### src/rtl/lzc_pkg.sv
package lzc_pkg;
  // Width of a count that can hold the values 0..n inclusive.
  function automatic int count_width(input int n);
    return $clog2(n + 1);
  endfunction
endpackage

### src/rtl/lzc_cond.sv
// Operand conditioning: optional bit reversal (trailing scan) and optional
// inversion (count ones), so the chain always looks for the first 1 from the top.
module lzc_cond #(
  parameter int N = 8
) (
  input  logic [N-1:0] raw,
  input  logic         reverse,
  input  logic         invert,
  output logic [N-1:0] shaped
);
  logic [N-1:0] flipped;
  logic [N-1:0] ordered;

  for (genvar i = 0; i < N; i++) begin : g_rev
    assign flipped[i] = raw[N-1-i];
  end

  assign ordered = reverse ? flipped : raw;
  assign shaped  = invert ? ~ordered : ordered;
endmodule

### src/rtl/lzc_cell.sv
// One slot of the ripple column.
module lzc_cell (
  input  logic data_bit,
  input  logic found_in,
  output logic hot,
  output logic found_out
);
  assign hot       = data_bit & ~found_in;
  assign found_out = found_in | data_bit;
endmodule

### src/rtl/lzc_chain.sv
// Ripple column: N cells scanning from the MSB plus a guard slot that is
// always 1. hot[k] marks the k-th position counted from the top.
module lzc_chain #(
  parameter int N = 8
) (
  input  logic [N-1:0] word,
  output logic [N:0]   hot
);
  logic [N:0] found;

  assign found[0] = 1'b0;

  for (genvar k = 0; k < N; k++) begin : g_cell
    lzc_cell u_cell (
      .data_bit  (word[N-1-k]),
      .found_in  (found[k]),
      .hot       (hot[k]),
      .found_out (found[k+1])
    );
  end

  // Guard slot: its data bit is a constant one.
  assign hot[N] = ~found[N];
endmodule

### src/rtl/lzc_encoder.sv
// OR-plane encoder from an (N+1)-wide one-hot vector to a binary index.
module lzc_encoder #(
  parameter int N  = 8,
  parameter int CW = lzc_pkg::count_width(N)
) (
  input  logic [N:0]    hot,
  output logic [CW-1:0] index
);
  for (genvar b = 0; b < CW; b++) begin : g_bit
    logic [N:0] sel;
    for (genvar k = 0; k <= N; k++) begin : g_pos
      if (((k >> b) & 1) == 1) begin : g_on
        assign sel[k] = hot[k];
      end else begin : g_off
        assign sel[k] = 1'b0;
      end
    end
    assign index[b] = |sel;
  end
endmodule

### src/rtl/zero_run_counter.sv
module zero_run_counter #(
  parameter int N  = 8,
  parameter int CW = lzc_pkg::count_width(N)
) (
  input  logic [N-1:0]  operand,
  input  logic          count_trailing,
  input  logic          count_ones,
  output logic [CW-1:0] count
);
  logic [N-1:0] shaped;
  logic [N:0]   hot;

  lzc_cond #(.N(N)) u_cond (
    .raw     (operand),
    .reverse (count_trailing),
    .invert  (count_ones),
    .shaped  (shaped)
  );

  lzc_chain #(.N(N)) u_chain (
    .word (shaped),
    .hot  (hot)
  );

  lzc_encoder #(.N(N), .CW(CW)) u_enc (
    .hot   (hot),
    .index (count)
  );
endmodule

### config.mk
export PLATFORM = sky130hd
export DESIGN_NAME = zero_run_counter
export DESIGN_NICKNAME = d
export VERILOG_FILES = /design/src/rtl/lzc_pkg.sv /design/src/rtl/lzc_cond.sv /design/src/rtl/lzc_cell.sv /design/src/rtl/lzc_chain.sv /design/src/rtl/lzc_encoder.sv /design/src/rtl/zero_run_counter.sv
export SDC_FILE = /design/constraint.sdc
export NUM_CORES = 1
export LEC_CHECK = 0
export ABC_CLOCK_PERIOD_IN_PS = 3400
export BUFFER_PORTS_ARGS = -buffer_cell sky130_fd_sc_hd__clkbuf_2
export CORE_AREA = 2 2 39 41
export DETAILED_ROUTE_END_ITERATION = 16
export DIE_AREA = 0 0 41 43
export GPL_TIMING_DRIVEN = 0
export SETUP_SLACK_MARGIN = 0.3
export SYNTH_ARGS = -nofsm -noshare
export SYNTH_HDL_FRONTEND = slang
export SYNTH_SLANG_ARGS = --single-unit
### constraint.sdc
create_clock -name vclk -period 3.4
set_input_delay 0.68 -clock vclk [all_inputs]
set_output_delay 0.68 -clock vclk [all_outputs]
set_load 0.02 [all_outputs]
==> reports/summary.txt <==
Sequential Power Share - 0
DR WL/cell - 11.1 um
Post-DRT Antenna Nets - 0
Internal - 29.2 uW
Hold Path Class - in -> out
Status - complete, no violations
Yosys top cell area share - 0.0753
Initial antenna violation count - 0
Pwr dens - 127 mW/mm^2
Switching part of the total - 0.540
Fillers - 157
Overall Global Routing Usage - 0.124
Critical setup path kind - in -> out
Peak supply drop - 37.9 uV
Seq Cell Count - 0
Die ar. - 0.00176 mm^2
Max Cap Viol - 0
Layout area overhead - 20.5%
Vias in the first global route - 383
Sequential area share after synthesis - 0
Congestion Overflow GR - 0
Final period util - 0.831
Clkbuf count - 0
Antenna Cells - 0
Post-CTS Hold Buffers - 0
WP data required - 2720 ps
Rows - 14
Hold depth - 5
Gpl congestion - 0.728
Final setup fails - 0
Die width - 41 um
Actual slew at the worst max-slew pin - 297 ps
Via Count - 476
CP max-delay cell - or3_1
Setup bufs post-CTS - 0
Sw Pwr - 34.2 uW
Max Slew Vio Count - 0
CP max FO - 6
First-pass GRT wire length - 1660 um
Largest net degree at the start of global routing - 11
Finished Layout Cells - 86
Net count after synthesis - 67
PostCTS Resize Cnt - 0
Post-placement cell area - 500 um^2
DP Wirelength - 759 um
Die height - 43 um
Core ar. - 0.00138 mm^2
Total Wirelength - 958 um
Critical-path cell list - clkbuf_2, or3_1, and3_1, or2_1, nor4_1, clkbuf_2
Sum of negative setup slack - 0 ps
Clk pwr share - 0
Final Hold Fails - 0
Fmax - 354 MHz
Post-Syn Area - 415 um^2
Ports - 14
DR vias/cell - 5.53
Syn avg cell area - 7.29 um^2
RSZ-0062 raised after global routing - no
Netlist cell types - 33
DRC viols - 0
YS warnings - 0
Crit-path most repeated cell - clkbuf_2
Worst slew margin - 0.800
Synth top area cells - nor2b_1 (7.5%), mux2_2 (5.4%), mux4_2 (5.4%)
Area leader, netlist - nor2b_1
First DRT Iteration DRCs - 7
Register area - 0 um^2
CP endpoint kind - output port
LEAKAGE - 0.000201 uW
Number of nets in the layout - 82
CP Data Arrival Time - 2150 ps
Critical path's largest stage delay - 390 ps
Multi-input gate area - 389 um^2
Startpoint types - primary input
1st-pass router iterations - 4
Placed cells - 86
Starting density of the core - 0.300
Comb pwr share - 1.000
Minimum clock period - 2830 ps
Fraction of layout cells with a size suffix above 1 - 0.343
Input/output buffers - 13
Post-synthesis cell count - 57
Post-route design area - 500 um^2
[through the flow]
step / hold slack (ps) / setup WS (ps) / utilization / power (uW)
after detailed placement: 1910 / 581 / 0.362 / 63.6
final: 1910 / 574 / 0.362 / 63.4
after floorplan: 1670 / 400 / - / 44.6
after global routing: 1960 / 510 / 0.362 / 71.3
after global placement: 1910 / 585 / 0.362 / 62.6
after CTS: 1910 / 580 / 0.362 / 63.8
[per-layer routing]
| layer | GRT usage | routed length, um | part of all wire | vias to the layer above |
|---|---|---|---|---|
| met5 | 0 | 0 | 0 | - |
| met4 | 0 | 0 | 0 | 0 |
| met3 | 0 | 19 | 0.020 | 0 |
| met2 | 0.197 | 435 | 0.45 | 6 |
| met1 | 0.194 | 503 | 0.53 | 212 |
| li1 | - | - | - | 258 |
[worst paths after layout]
check | endpoint | startpoint | slack [ps]
max | count[3] | operand[3] | 570
min | count[3] | operand[0] | 1910
[critical path: cells and delay by family]
kind                   cells  cell delay (ps)
and+or+nand+nor            4             1130
buffers and inverters      2              340
[synthesized netlist by cell type (2+ instances only)]
| master | number |
|---|---|
| a311oi_1 | 2 |
| nand2_1 | 5 |
| nor2b_1 | 5 |
| o211ai_1 | 2 |
| o31ai_1 | 2 |
| nor3_1 | 2 |
| nand2b_1 | 2 |
| and3_1 | 3 |
| nand3_1 | 4 |
| mux2_2 | 2 |
| or3_4 | 2 |
| nor2_1 | 3 |
| buf_2 | 3 |
[power groups by stage]
stage	Combinational [uW]	Clock, uW	Sequential [uW]
after global routing	71.3	0	0
after floorplan	44.6	0	0
after global placement	62.6	0	0
after CTS	63.8	0	0
final	63.4	0	0
after detailed placement	63.6	0	0
[placed cells by master, fill, tap and decap left out]
master    count
o311ai_0      1
o211ai_1      2
nand2b_1      2
and3_1        3
or3_4         2
and2_4        1
nand4b_1      1
nor3_1        2
mux4_2        1
buf_2         3
a32oi_1       1
or3_1         1
buf_6         1
nor2_1        3
o32ai_1       1
mux2_2        2
a221o_1       1
o31ai_1       2
or2_1         1
a311oi_1      2
nand3_1       4
a211o_1       1
o221ai_1      1
mux2i_1       1
or4b_1        1
o21ai_0       1
nor2b_1       5
a2111o_1      1
a21oi_1       1
nand2_1       5
clkbuf_2     13
nor4_1        1
and3b_4       1
nand3b_1      1
[cell families after synthesis]
| logic type | synth area share |
|---|---|
| mux | 0.133 |
| simple gates | 0.509 |
| buf+inv | 0.0632 |
| compound gates | 0.295 |
[area by class of cell]
class / instances / share of cell area
well taps: 16 / 0.0400
plain buffers: 4 / 0.0525
repair buffers: 13 / 0.130
multi-input cells: 53 / 0.777
(Power assumes the default switching activity.)
